==> config.mk <==
export PLATFORM = sky130hd
export DESIGN_NAME = qrst_cfg_responder
export DESIGN_NICKNAME = d
export VERILOG_FILES = /design/src/rtl/qrst_pkg.sv /design/src/rtl/qrst_decode.sv /design/src/rtl/qrst_cpl_stage.sv /design/src/rtl/qrst_credit_out.sv /design/src/rtl/qrst_cfg_responder.sv
export SDC_FILE = /design/constraint.sdc
export NUM_CORES = 1
export LEC_CHECK = 0
export ABC_CLOCK_PERIOD_IN_PS = 3340
export BUFFER_PORTS_ARGS = -buffer_cell sky130_fd_sc_hd__buf_4
export CAP_MARGIN = 20
export CORE_AREA = 3 3 149 151
export DETAILED_ROUTE_END_ITERATION = 10
export DIE_AREA = 0 0 152 154
export SETUP_SLACK_MARGIN = 0.2
export SLEW_MARGIN = 20
export SYNTH_ARGS = -nofsm -noshare
export SYNTH_HDL_FRONTEND = slang
export SYNTH_SLANG_ARGS = --single-unit
==> constraint.sdc <==
create_clock -name clk -period 3.34 [get_ports clk]
set_input_delay 0.668 -clock clk [delete_from_list [all_inputs] [get_ports clk]]
set_output_delay 0.668 -clock clk [all_outputs]
set_load 0.05 [all_outputs]
==> src/rtl/qrst_pkg.sv <==
package qrst_pkg;
  localparam int DW_W    = 32;
  localparam int HDR_DWS = 4;
  localparam int CPL_DWS = 3;
  localparam int HDR_W   = DW_W * HDR_DWS;
  localparam int CPL_W   = DW_W * CPL_DWS;
  localparam int ID_W    = 16;
  localparam int TAG_W   = 8;
  localparam int LEN_W   = 10;
  localparam int CRD_W   = LEN_W - 1;   // 1024 DW / 4 = 256 credits max

  typedef enum logic [1:0] {
    CC_POSTED  = 2'd0,
    CC_NONPOST = 2'd1,
    CC_CPL     = 2'd2
  } crd_class_e;

  localparam logic [2:0] ST_UR  = 3'b001;
  localparam logic [2:0] ST_CRS = 3'b010;
  localparam logic [4:0] TY_CFG0 = 5'b00100;
  localparam logic [4:0] TY_CFG1 = 5'b00101;

  function automatic crd_class_e class_of(input logic [2:0] fmt, input logic [4:0] typ);
    if (typ[4:3] == 2'b10)                 return CC_POSTED;   // messages
    if (typ == 5'b00000 && fmt[1])         return CC_POSTED;   // memory write
    if (typ[4:1] == 4'b0101)               return CC_CPL;      // completions
    return CC_NONPOST;
  endfunction

  function automatic logic [CRD_W-1:0] data_credits(input logic [2:0] fmt,
                                                    input logic [LEN_W-1:0] len);
    logic [LEN_W:0] dws;
    logic [LEN_W:0] rounded;
    dws     = (len == '0) ? (LEN_W+1)'(1 << LEN_W) : {1'b0, len};
    rounded = dws + (LEN_W+1)'(3);
    return fmt[1] ? rounded[LEN_W:2] : '0;
  endfunction

  function automatic logic [CPL_W-1:0] build_cpl(input logic [ID_W-1:0] cid,
                                                 input logic [ID_W-1:0] rid,
                                                 input logic [TAG_W-1:0] tag,
                                                 input logic [2:0] status);
    logic [DW_W-1:0] d0, d1, d2;
    d0 = {3'b000, 5'b01010, 14'd0, 10'd0};
    d1 = {cid, status, 1'b0, 12'd4};
    d2 = {rid, tag, 8'h00};
    return {d0, d1, d2};
  endfunction
endpackage

==> src/rtl/qrst_decode.sv <==
module qrst_decode
  import qrst_pkg::*;
(
  input  logic [2:0]       fmt,
  input  logic [4:0]       typ,
  input  logic [LEN_W-1:0] len,
  output logic             is_cfg0,
  output logic             is_cfg1,
  output crd_class_e       cls,
  output logic [CRD_W-1:0] dcred
);
  always_comb begin
    is_cfg0 = !fmt[2] && (typ == TY_CFG0);
    is_cfg1 = !fmt[2] && (typ == TY_CFG1);
    cls     = class_of(fmt, typ);
    dcred   = data_credits(fmt, len);
  end
endmodule

==> src/rtl/qrst_cpl_stage.sv <==
module qrst_cpl_stage
  import qrst_pkg::*;
(
  input  logic             clk,
  input  logic             rst_n,
  input  logic             load,
  input  logic [CPL_W-1:0] hdr_in,
  input  logic             ready,
  output logic             valid,
  output logic [CPL_W-1:0] hdr,
  output logic             space
);
  assign space = !valid || ready;

  always_ff @(posedge clk or negedge rst_n) begin
    if (!rst_n) begin
      valid <= 1'b0;
      hdr   <= '0;
    end else if (space) begin
      valid <= load;
      if (load) hdr <= hdr_in;
    end
  end

  // a stalled completion keeps its header
  a_r10_cpl_hold: assert property (@(posedge clk) disable iff (!rst_n)
    (valid && !ready) |=> (valid && $stable(hdr)));
  // the top never loads into a full, stalled slot
  a_r10_no_overwrite: assert property (@(posedge clk) disable iff (!rst_n)
    load |-> space);
endmodule

==> src/rtl/qrst_credit_out.sv <==
module qrst_credit_out
  import qrst_pkg::*;
(
  input  logic             clk,
  input  logic             rst_n,
  input  logic             fire,
  input  crd_class_e       cls_in,
  input  logic [CRD_W-1:0] dcred_in,
  output logic             valid,
  output logic [1:0]       cls,
  output logic [CRD_W-1:0] data
);
  always_ff @(posedge clk or negedge rst_n) begin
    if (!rst_n) begin
      valid <= 1'b0;
      cls   <= 2'd0;
      data  <= '0;
    end else begin
      valid <= fire;
      if (fire) begin
        cls  <= cls_in;
        data <= dcred_in;
      end
    end
  end

  // class is one of the three defined codes
  a_r7_class_legal: assert property (@(posedge clk) disable iff (!rst_n)
    valid |-> (cls != 2'd3));
  // never more than 256 data credits
  a_r8_data_bound: assert property (@(posedge clk) disable iff (!rst_n)
    valid |-> (data <= CRD_W'(256)));
endmodule

==> src/rtl/qrst_cfg_responder.sv <==
module qrst_cfg_responder
  import qrst_pkg::*;
(
  input  logic             clk,
  input  logic             rst_n,
  input  logic             qrst,
  input  logic [ID_W-1:0]  cpl_id,
  input  logic             in_valid,
  output logic             in_ready,
  input  logic [HDR_W-1:0] in_hdr,
  output logic             out_valid,
  input  logic             out_ready,
  output logic [HDR_W-1:0] out_hdr,
  output logic             cpl_valid,
  input  logic             cpl_ready,
  output logic [CPL_W-1:0] cpl_hdr,
  output logic             crd_valid,
  output logic [1:0]       crd_class,
  output logic [CRD_W-1:0] crd_data
);
  localparam int DW0_LO = HDR_W - DW_W;
  localparam int DW1_LO = HDR_W - 2*DW_W;

  logic             pend_q, pend_mode_q, quasi;
  logic             is_cfg0, is_cfg1, is_cfg;
  crd_class_e       cls;
  logic [CRD_W-1:0] dcred;
  logic             cpl_space, fire, eat, cpl_load;
  logic [CPL_W-1:0] cpl_next;
  logic [ID_W-1:0]  rid;
  logic [TAG_W-1:0] tag;

  // mode is frozen while a header sits unaccepted
  assign quasi = pend_q ? pend_mode_q : qrst;

  always_ff @(posedge clk or negedge rst_n) begin
    if (!rst_n) begin
      pend_q      <= 1'b0;
      pend_mode_q <= 1'b0;
    end else begin
      pend_q      <= in_valid && !in_ready;
      pend_mode_q <= quasi;
    end
  end

  qrst_decode u_dec (
    .fmt     (in_hdr[DW0_LO+29 +: 3]),
    .typ     (in_hdr[DW0_LO+24 +: 5]),
    .len     (in_hdr[DW0_LO +: LEN_W]),
    .is_cfg0 (is_cfg0),
    .is_cfg1 (is_cfg1),
    .cls     (cls),
    .dcred   (dcred)
  );

  assign is_cfg    = is_cfg0 || is_cfg1;
  assign rid       = in_hdr[DW1_LO+16 +: ID_W];
  assign tag       = in_hdr[DW1_LO+8 +: TAG_W];
  assign in_ready  = quasi ? (is_cfg ? cpl_space : 1'b1) : out_ready;
  assign out_valid = in_valid && !quasi;
  assign out_hdr   = in_hdr;
  assign fire      = in_valid && in_ready;
  assign eat       = fire && quasi;
  assign cpl_load  = eat && is_cfg;
  assign cpl_next  = build_cpl(cpl_id, rid, tag, is_cfg0 ? ST_CRS : ST_UR);

  qrst_cpl_stage u_cpl (
    .clk    (clk),
    .rst_n  (rst_n),
    .load   (cpl_load),
    .hdr_in (cpl_next),
    .ready  (cpl_ready),
    .valid  (cpl_valid),
    .hdr    (cpl_hdr),
    .space  (cpl_space)
  );

  qrst_credit_out u_crd (
    .clk      (clk),
    .rst_n    (rst_n),
    .fire     (eat),
    .cls_in   (cls),
    .dcred_in (dcred),
    .valid    (crd_valid),
    .cls      (crd_class),
    .data     (crd_data)
  );

  // a waiting header keeps the mode it was presented under
  a_r9_mode_frozen: assert property (@(posedge clk) disable iff (!rst_n)
    (in_valid && !in_ready) |=> (quasi == $past(quasi)));
  // a passed-through header never returns credit here
  a_r2_pass_no_credit: assert property (@(posedge clk) disable iff (!rst_n)
    (out_valid && out_ready) |=> !crd_valid);
  // every consumed header returns credit next cycle
  a_r7_eat_credit: assert property (@(posedge clk) disable iff (!rst_n)
    eat |=> crd_valid);
  // an accepted configuration request is answered next cycle
  a_r3_cfg_answered: assert property (@(posedge clk) disable iff (!rst_n)
    cpl_load |=> cpl_valid);
  // completion status is retry or unsupported only
  a_r5_status_legal: assert property (@(posedge clk) disable iff (!rst_n)
    cpl_valid |-> (cpl_hdr[47:45] == ST_CRS || cpl_hdr[47:45] == ST_UR));
endmodule

# Word level (Yosys, flattened, before mapping)
# Cells that the tools add are included.
# totals
register_bits,60
inputBits,150
out_inout_bits,239
elab_cells,47
# op_classes
add_sub_neg,1
eq_ne,4
mux,18
n_reduce_logical,17
# ops
op,count
$mux W2,7
$add A11 B2 Y11 const B,1
$mux W11,1
$eq A5 B3 Y1 const B,2
$logic_not A10 Y1,1
$mux W1,9
$mux W9,1
$logic_and A1 B1 Y1,8
$logic_not A5 Y1,1
$eq A4 B3 Y1 const B,1
$logic_not A1 Y1,4
$eq A2 B2 Y1 const B,1
$logic_or A1 B1 Y1,2
$reduce_and A2 Y1,1

# Depth between registers and ports, before layout
# Gate-level depths: netlist of the first run.
# logic_depth
ltp_word,9
mapped_depth,6
depth_no_buf,4

# Hierarchy
# From an unflattened synthesis of the first run, not the netlist that was laid out.
# unflattened
hier_cells,414
area_unflattened_um2,5607.9
# by_module_without_submodules
mod,instances,cells_each,area_per_inst_um2,seq_area_each_um2
qrst_cpl_stage,1,206,3766.1,2427.3
qrst_cfg_responder,1,141,1092.3,50.0
qrst_credit_out,1,24,473.0,300.3
qrst_decode,1,43,276.5,0.0

# Worst setup path before layout of the first run
# No wires, ideal clock.
# synth_timing
path_kind,input-to-output
startpoint,input port qrst
endpoint,output port in_ready
arrival_ps,1862
t_required_ps,2672
slack_ps,810
path_stages,2
path_buffers,0
cell_sequence,mux2_2 -> a41oi_1
# synth_via
elab_chain_cells,2
# synth_rtl
element,line_no,text
start: declaration,qrst_cfg_responder.sv:6,"input logic qrst,"
$mux W1,qrst_cfg_responder.sv:34,assign quasi = pend_q ? pend_mode_q : qrst;
$mux W1,qrst_cfg_responder.sv:59,assign in_ready = quasi ? (is_cfg ? cpl_space : 1'b1) : out_ready;
end: declaration,qrst_cfg_responder.sv:9,"output logic in_ready,"
# Every way passes these cells.

# Worst setup path after layout of the first run
# layout_timing
startpoint,input port qrst
endpoint,output port in_ready
# layout_via
elab_chain_cells,2
# layout_rtl
element,line_no,text
$mux W1,qrst_cfg_responder.sv:34,
via quasi,qrst_cfg_responder.sv:24,"logic pend_q, pend_mode_q, quasi;"
$mux W1,qrst_cfg_responder.sv:59,
# The timed path passes the listed nets, and every way through them passes these cells.

==> results of run 1 <==
-- metal layers --
metal | wire length [µm] | vias to the layer above
met3 | 1140 | 50
met5 | 0 | -
li1 | - | 1017
met4 | 630 | 0
met1 | 3170 | 1058
met2 | 4370 | 170
-- final cells by class --
| type | instances | area, µm² | area share, % |
|---|---|---|---|
| inverters | 6 | 22.5 | 0.509 |
| multi-input cells | 159 | 1070 | 24.3 |
| clock inverters | 5 | 53.8 | 1.22 |
| repair buffers | 165 | 1240 | 28.0 |
| well taps | 275 | 344 | 7.77 |
| flip-flops and latches | 58 | 1450 | 32.8 |
| clock buffers | 11 | 243 | 5.48 |
-- flip-flops by register name, indices dropped and copies added, names as in the netlist --
signal,count
pend_mode_q,1
pend_q,1
u_cpl.hdr,43
u_cpl.valid,1
u_crd.cls,2
u_crd.data,9
u_crd.valid,1
-- cell usage after synthesis, drive strengths merged (3+ instances only) --
cell and number:
o31ai 6, mux2 42, nand2 15, xnor2 5
or2 3, inv 6, buf 187, nor2 7
nor3 3, o21ai 6, dfrtp 58
-- through the flow --
stage	util [%]	total power [mW]	worst slack (ns)
finish	21.1	2.75	1.08
global route	21.1	2.89	1.03
detailed placement	19.7	1.85	0.828
floorplan	-	1.89	0.810
CTS	21.1	2.81	1.06
global placement	19.7	1.84	0.837
-- cells by family (layout without fill, tap and decap cells) --
kind of cell | after synthesis | after routing
buffers and inverters | 193 | 187
muxes | 43 | 43
AOI/OAI and AO/OA | 17 | 17
other | 1 | 51
and+or+nand+nor | 41 | 41
DFF | 58 | 58
xor gates and xnor gates | 7 | 7
-- final timing paths --
path	endpoint	cells past startpoint
hold reg to reg	u_crd.data[5]	2
hold / removal	u_cpl.hdr[11]	1
setup reg to reg	u_cpl.hdr[55]	5
min in group clk	u_crd.data[5]	2
setup / recovery	in_ready	4
max in group asynchronous	u_crd.data[7]	1
-- critical path: cells and delay by family --
kind	cells	cell delay (ns)
compound gates	1	0.26
buf+inv	2	0.37
mux	1	0.30
-- power groups by stage --
stage          Combinational, mW  Clock, mW  Sequential, mW
4_1_cts                    0.996      0.970           0.846
3_3_place_gp               0.988          0           0.857
5_1_grt                     1.03       1.01           0.858
6_report                   0.981      0.920           0.844
2_1_floorplan              0.718          0            1.17
3_5_place_dp               0.996          0           0.858
==> key figures, run 1 <==
Yosys
  • Synth async-reset ratio: 100%
  • Largest area contributor in the netlist: dfrtp_1
  • Area contributors post-synth: dfrtp_1 38%, buf_4 36%, mux2_2 12%
  • Post-Synth Simple-Gate Area: 5.95%
  • Share of the synthesized area in the top cell type: 38.4%
  • Mux share of post-synthesis cell area: 12.8%
  • Synth Instances: 360
  • EDFF count, synth: 0
  • Synth Flop Type: dfrtp_1
  • Post-Synth Adder-Cell Area: 0%
  • Synth Area in XOR/XNOR: 1.62%
  • Seq/Total Area, Yosys: 38.4%
  • Synth unique cells: 31
  • Combinational family with the most area after synthesis: buffers and inverters
  • Ys Warns: 0
  • Post-synthesis compound-gate area fraction: 3.01%
  • Synthesized flop and latch total: 58
  • Mapped Area: 0.00378 mm²
  • Syn avg cell area: 10.5 µm²

Clock network
  • CTS Buf Count: 9
  • Clock sinks: 58
  • Post_cts resized: 0
  • TritonCTS clock tree: yes
  • CTS H-tree depth: 3
  • CTS max path bufs: 2
  • Total setup buffers inserted after CTS: 0
  • Hold Buf Count CTS: 0
  • Clock latency on the worst-skew pair: 0.33 ns
  • Root Buffer: clkbuf_16
  • Reg clk slew, reported paths: 0.05 ns

STA
  • Crit share post-route: 67.7%
  • Max-slew violation count: 0
  • Slew HR: 49.4%
  • # setup viols final: 0
  • Minimum clock period after layout: 2.26 ns
  • Fmax: 0.442 GHz
  • Worst Skew: 0.0115 ns
  • Worst slew pin tran: 0.759 ns
  • Hold Violations, Final: 0
  • RSZ-0062 raised after global routing: false
  • Hold Slack: 0.401 ns
  • Final TNS setup: 0 ns

Detailed routing
  • Vias per inst: 3.38
  • Initial DRC count: 58
  • Post-route DRC: 0
  • Detail Route Antenna Nets: 0
  • First drt pass iteration count: 3
  • Routed WL: 9.31 mm
  • WL per Instance: 13.7 µm
  • Vias: 2295

GRT
  • Largest net degree at the start of global routing: 59
  • M3 GR Usage: 4.22%
  • Vias in the first global route: 2302
  • First-pass GRT wire length: 14.0 mm
  • Grt peak-use layer: met2
  • Grt met2 use: 12.0%
  • Initial antenna violation count: 0
  • GRT Residual Overflow: 0
  • GR Util All Layers: 7.94%
  • Met1 GRT Util: 8.06%

Worst setup path
  • Critical path cell sequence: buf_4 -> mux2_2 -> a41oi_1 -> buf_4
  • Most used cell, CP: buf_4
  • Critical path arrival: 1.59 ns
  • Crit path max fanout: 6
  • Largest stage delay, worst path: 0.30 ns
  • Setup crit end kind: output port
  • Crit path launch: qrst
  • WS Path Type: in2out
  • Crit path max-delay cell type: mux2_2
  • CP startpoint kind: input pin
  • Worst endpoint required time: 2.67 ns
  • Reg-to-reg startpoint: pend_q
  • Setup slack, reg-to-reg: 1.42 ns

Finish
  • Synth-to-layout area growth: 17.0%
  • Post-route insts no fill: 679
  • Diodes inserted: 0
  • Design area: 0.00443 mm²
  • Commonest cells after routing, fill and taps aside: 165 x buf_4, 58 x dfrtp_1, 51 x conb_1
  • Most common library cell in the layout ignoring fill and taps: buf_4
  • Share of post-route cells with drive strength above 1: 56.7%
  • Fillers: 2312
  • Nets@finish: 549

Worst hold path
  • Type of the most critical hold path: in2async

Placed design
  • Post-DP HPWL: 7.53 mm
  • Placed cell count: 663
  • Placed Area: 0.00413 mm²
  • Port Buffer Count: 163
  • Routability cong.: 0.755

Floorplan
  • Rows: 53
  • Area of the core: 0.0210 mm²
  • Die ar.: 0.0234 mm²
  • DIE WIDTH: 152 µm
  • Boundary Pins: 389
  • Initial Utilization: 18.1%
  • Chip height: 154 µm

Pwr
  • Sw Ratio: 39.5%
  • Leakage: 2.25 nW
  • Sw Pwr: 1.08 mW
  • PwrDens: 620 mW/mm²
  • Sequential Power Share: 30.7%
  • Share of power burned in the clock network: 33.5%
  • Internal Power: 1.66 mW
  • Worst vdd ir: 0.000181 V
  • Logic gate share of total power: 35.7%

Run status
  • Outcome: finished clean

Job
  • Max-cap violations: 0
No activity file was read; power rests on OpenSTA's default activity.
==> run 2, diff against run 1 <==
--- a/config.mk
+++ b/config.mk
@@ -5,7 +5,8 @@
 export SDC_FILE = /design/constraint.sdc
 export NUM_CORES = 1
 export LEC_CHECK = 0
-export ABC_CLOCK_PERIOD_IN_PS = 3340
+export ABC_AREA = 1
+export ABC_CLOCK_PERIOD_IN_PS = 1850
 export BUFFER_PORTS_ARGS = -buffer_cell sky130_fd_sc_hd__buf_4
 export CAP_MARGIN = 20
 export CORE_AREA = 3 3 149 151
==> constraint.sdc (replaced) <==
create_clock -name clk -period 1.85 [get_ports clk]
set_input_delay 0.37 -clock clk [delete_from_list [all_inputs] [get_ports clk]]
set_output_delay 0.37 -clock clk [all_outputs]
set_load 0.05 [all_outputs]
==> key figures, run 2 <==
Run status
  • Outcome: finished clean

Pwr
  • Internal Power: 3.11 mW (+87%)
  • PwrDens: 1110 mW/mm² (+80%)
  • Share of power burned in the clock network: 34.4% (+0.9 points)
  • Worst vdd ir: 0.000339 V (+87%)
  • Sequential Power Share: 29.9% (-0.8 points)
  • Sw Pwr: 2.01 mW (+85%)
  • Sw Ratio: 39.2% (-0.26 points)
  • Leakage: 2.57 nW (+15%)
  • Logic gate share of total power: 35.6% (about the same)

Floorplan
  • Chip height: 154 µm (unchanged)
  • Die ar.: 0.0234 mm² (unchanged)
  • DIE WIDTH: 152 µm (unchanged)
  • Initial Utilization: 18.3% (+0.23 points)
  • Boundary Pins: 389 (unchanged)
  • Area of the core: 0.0210 mm² (unchanged)
  • Rows: 53 (unchanged)

GRT
  • GRT Residual Overflow: 0 (unchanged)
  • Initial antenna violation count: 0 (unchanged)
  • Largest net degree at the start of global routing: 45 (-24%)
  • First-pass GRT wire length: 15.3 mm (+9.5%)
  • GR Util All Layers: 8.53% (+0.59 points)
  • Vias in the first global route: 2667 (+16%)

Finish
  • Top reg by flops: u_cpl.hdr
  • Share of post-route cells with drive strength above 1: 36.2% (-20 points)
  • Nets@finish: 672 (+22%)
  • Diodes inserted: 0 (unchanged)
  • Number of flip-flops in the largest register: 43 (unchanged)
  • Most common library cell in the layout ignoring fill and taps: nand2_1
  • Post-route insts no fill: 802 (+18%)
  • Final Core Density: 21.9% (+0.79 points)
  • Top flop regs: u_cpl.hdr x43, u_crd.data x9, u_crd.cls x2
  • Synth-to-layout area growth: 19.9%
  • Commonest cells after routing, fill and taps aside: 164 x nand2_1, 162 x buf_4, 58 x dfrtp_1
  • Design area: 0.00459 mm² (+3.8%)

Yosys
  • EDFF count, synth: 0 (unchanged)
  • Seq/Total Area, Yosys: 37.9% (-0.48 points)
  • Post-Synth Adder-Cell Area: 0% (unchanged)
  • Dominant cell by count in the synthesized netlist: buf_4
  • Synthesized flop and latch total: 58 (unchanged)
  • Synth top cells by count: 181 x buf_4, 165 x nand2_1, 58 x dfrtp_1
  • Mapped Area: 0.00383 mm² (+1.3%)
  • Largest area contributor in the netlist: dfrtp_1
  • Combinational family with the most area after synthesis: buffers and inverters
  • Post-synthesis compound-gate area fraction: 1.93% (-1.1 points)
  • Syn avg cell area: 7.92 µm² (-25%)
  • Share of the synthesized area in the top cell type: 37.9% (-0.48 points)
  • Ys Warns: 0 (unchanged)
  • Area contributors post-synth: dfrtp_1 38%, buf_4 35%, nand2_1 16%
  • Synth unique cells: 18 (-42%)
  • Synth Flop Type: dfrtp_1
  • Synth Instances: 484 (+34%)
  • Mux share of post-synthesis cell area: 0% (-13 points)
  • Post-Synth Simple-Gate Area: 20.5% (+15 points)
  • Synth Area in XOR/XNOR: 0% (-1.6 points)
  • Synth async-reset ratio: 100% (unchanged)

Worst hold path
  • Type of the most critical hold path: in2reg

Placed design
  • Post-DP HPWL: 7.81 mm (+3.8%)
  • Placed Area: 0.00423 mm² (+2.3%)
  • Port Buffer Count: 163 (unchanged)
  • Routability cong.: 0.765 (+1.3%)
  • Pre-CTS setup slack: 0.0901 ns (-0.738 ns)
  • Placed cell count: 784 (+18%)

Worst setup path
  • Setup crit end kind: output port
  • CP startpoint kind: register
  • Worst endpoint required time: 1.48 ns (-1.19 ns)
  • Crit path max fanout: 4 (-2)
  • Critical path arrival: 1.25 ns (-0.34 ns)
  • WS Path Type: reg2out

Detailed routing
  • Vias per inst: 3.41 (+0.86%)
  • Detail Route Antenna Nets: 0 (unchanged)
  • WL per Instance: 12.7 µm (-7.6%)
  • First drt pass iteration count: 4 (+1)
  • Vias: 2734 (+19%)
  • Routed WL: 10.2 mm (+9.2%)
  • Initial DRC count: 108 (+86%)
  • Post-route DRC: 0 (unchanged)

Clock network
  • CTS H-tree depth: 3 (unchanged)
  • TritonCTS clock tree: yes
  • CTS Buf Count: 9 (unchanged)
  • Clock latency on the worst-skew pair: 0.33 ns (about the same)
  • Clock sinks: 58 (unchanged)
  • CTS max path bufs: 2 (unchanged)
  • Root Buffer: clkbuf_16
  • Reg clk slew, reported paths: 0.05 ns (about the same)

STA
  • PnR worst setup slack: 0.227 ns (-0.850 ns)
  • Max-slew violation count: 0 (unchanged)
  • Crit share post-route: 87.7%
  • Worst Skew: 0.00675 ns (-0.00472 ns)
  • Fmax: 0.616 GHz
  • Final TNS setup: 0 ns (unchanged)
  • RSZ-0062 raised after global routing: true
  • # setup viols final: 0 (unchanged)
  • Hold Violations, Final: 0 (unchanged)
  • Minimum clock period after layout: 1.62 ns

Job
  • Max-cap violations: 0 (unchanged)
run 2: cell types whose count changed after synthesis, sizes merged, moves of 7 or more:
cell	change
mux2	-42
nand2	+150
nand3	+11
o21ai	+8
inv	+16
nor2	+7
run 2: kinds of logic after synthesis:
logic type,Yosys count
other,1
AOI/OAI and AO/OA,14
and+or+nand+nor,197
DFF,58
buffers and inverters,214
run 2: cell type report:
type                    instances  area (µm²)
fillers                      2319       16400
flip-flops and latches         58        1450
repair buffers                169        1320
multi-input cells             262        1080
well taps                     275         344
clock buffers                  15         288
inverters                      22        85.1
clock inverters                 1        30.0
run 2: repair_timing:
action                     4_1_cts  5_1_grt
setup endpoints to repair        2       38
buffers inserted                 1        0
hold buffers                     1        0
hold endpoints to repair        24        0
pin swaps                        2        1
gates resized for setup          5        3
run 2: worst max-delay path, cell delays in order (launching register included):
cell	delay [ns]
dfrtp_1	0.41
o21ai_4	0.18
nand2_1	0.09
o21ai_2	0.08
buf_6	0.18
run 2: per-layer routing:
metal  track usage [%]  vias up  part of all wire (%)
met4              6.51        0                   6.2
met3              4.19       60                    11
met5                 0        -                     0
met2              11.7      158                    43
li1                  -     1309                     -
met1              10.1     1207                    40
run 2: power groups by stage:
stage	Combinational, mW	Clock [mW]	Sequential, mW
floorplan	1.31	0	2.14
global placement	1.81	0	1.55
detailed placement	1.82	0	1.55
CTS	1.84	1.86	1.53
global route	1.92	1.90	1.55
finish	1.82	1.76	1.53
run 2: path summary, 6_finish.rpt:
kind,start,end,slack [ns],cells after the start
max reg2reg,pend_q,u_cpl.hdr[34],0.40,7
max in group asynchronous,rst_n,u_cpl.hdr[28],0.81,3
min in group asynchronous,rst_n,u_cpl.hdr[55],0.52,2
min,cpl_id[0],u_cpl.hdr[48],0.24,3
min reg2reg,u_cpl.hdr[9],u_cpl.hdr[9],0.48,2
max,pend_q,in_ready,0.23,4
run 2: per-stage QoR:
step / hold WS (ns) / power, mW
floorplan: 0.0744 / 3.44
finish: 0.236 / 5.12
detailed placement: 0.310 / 3.38
global placement: 0.308 / 3.36
CTS: 0.211 / 5.23
global route: 0.237 / 5.37
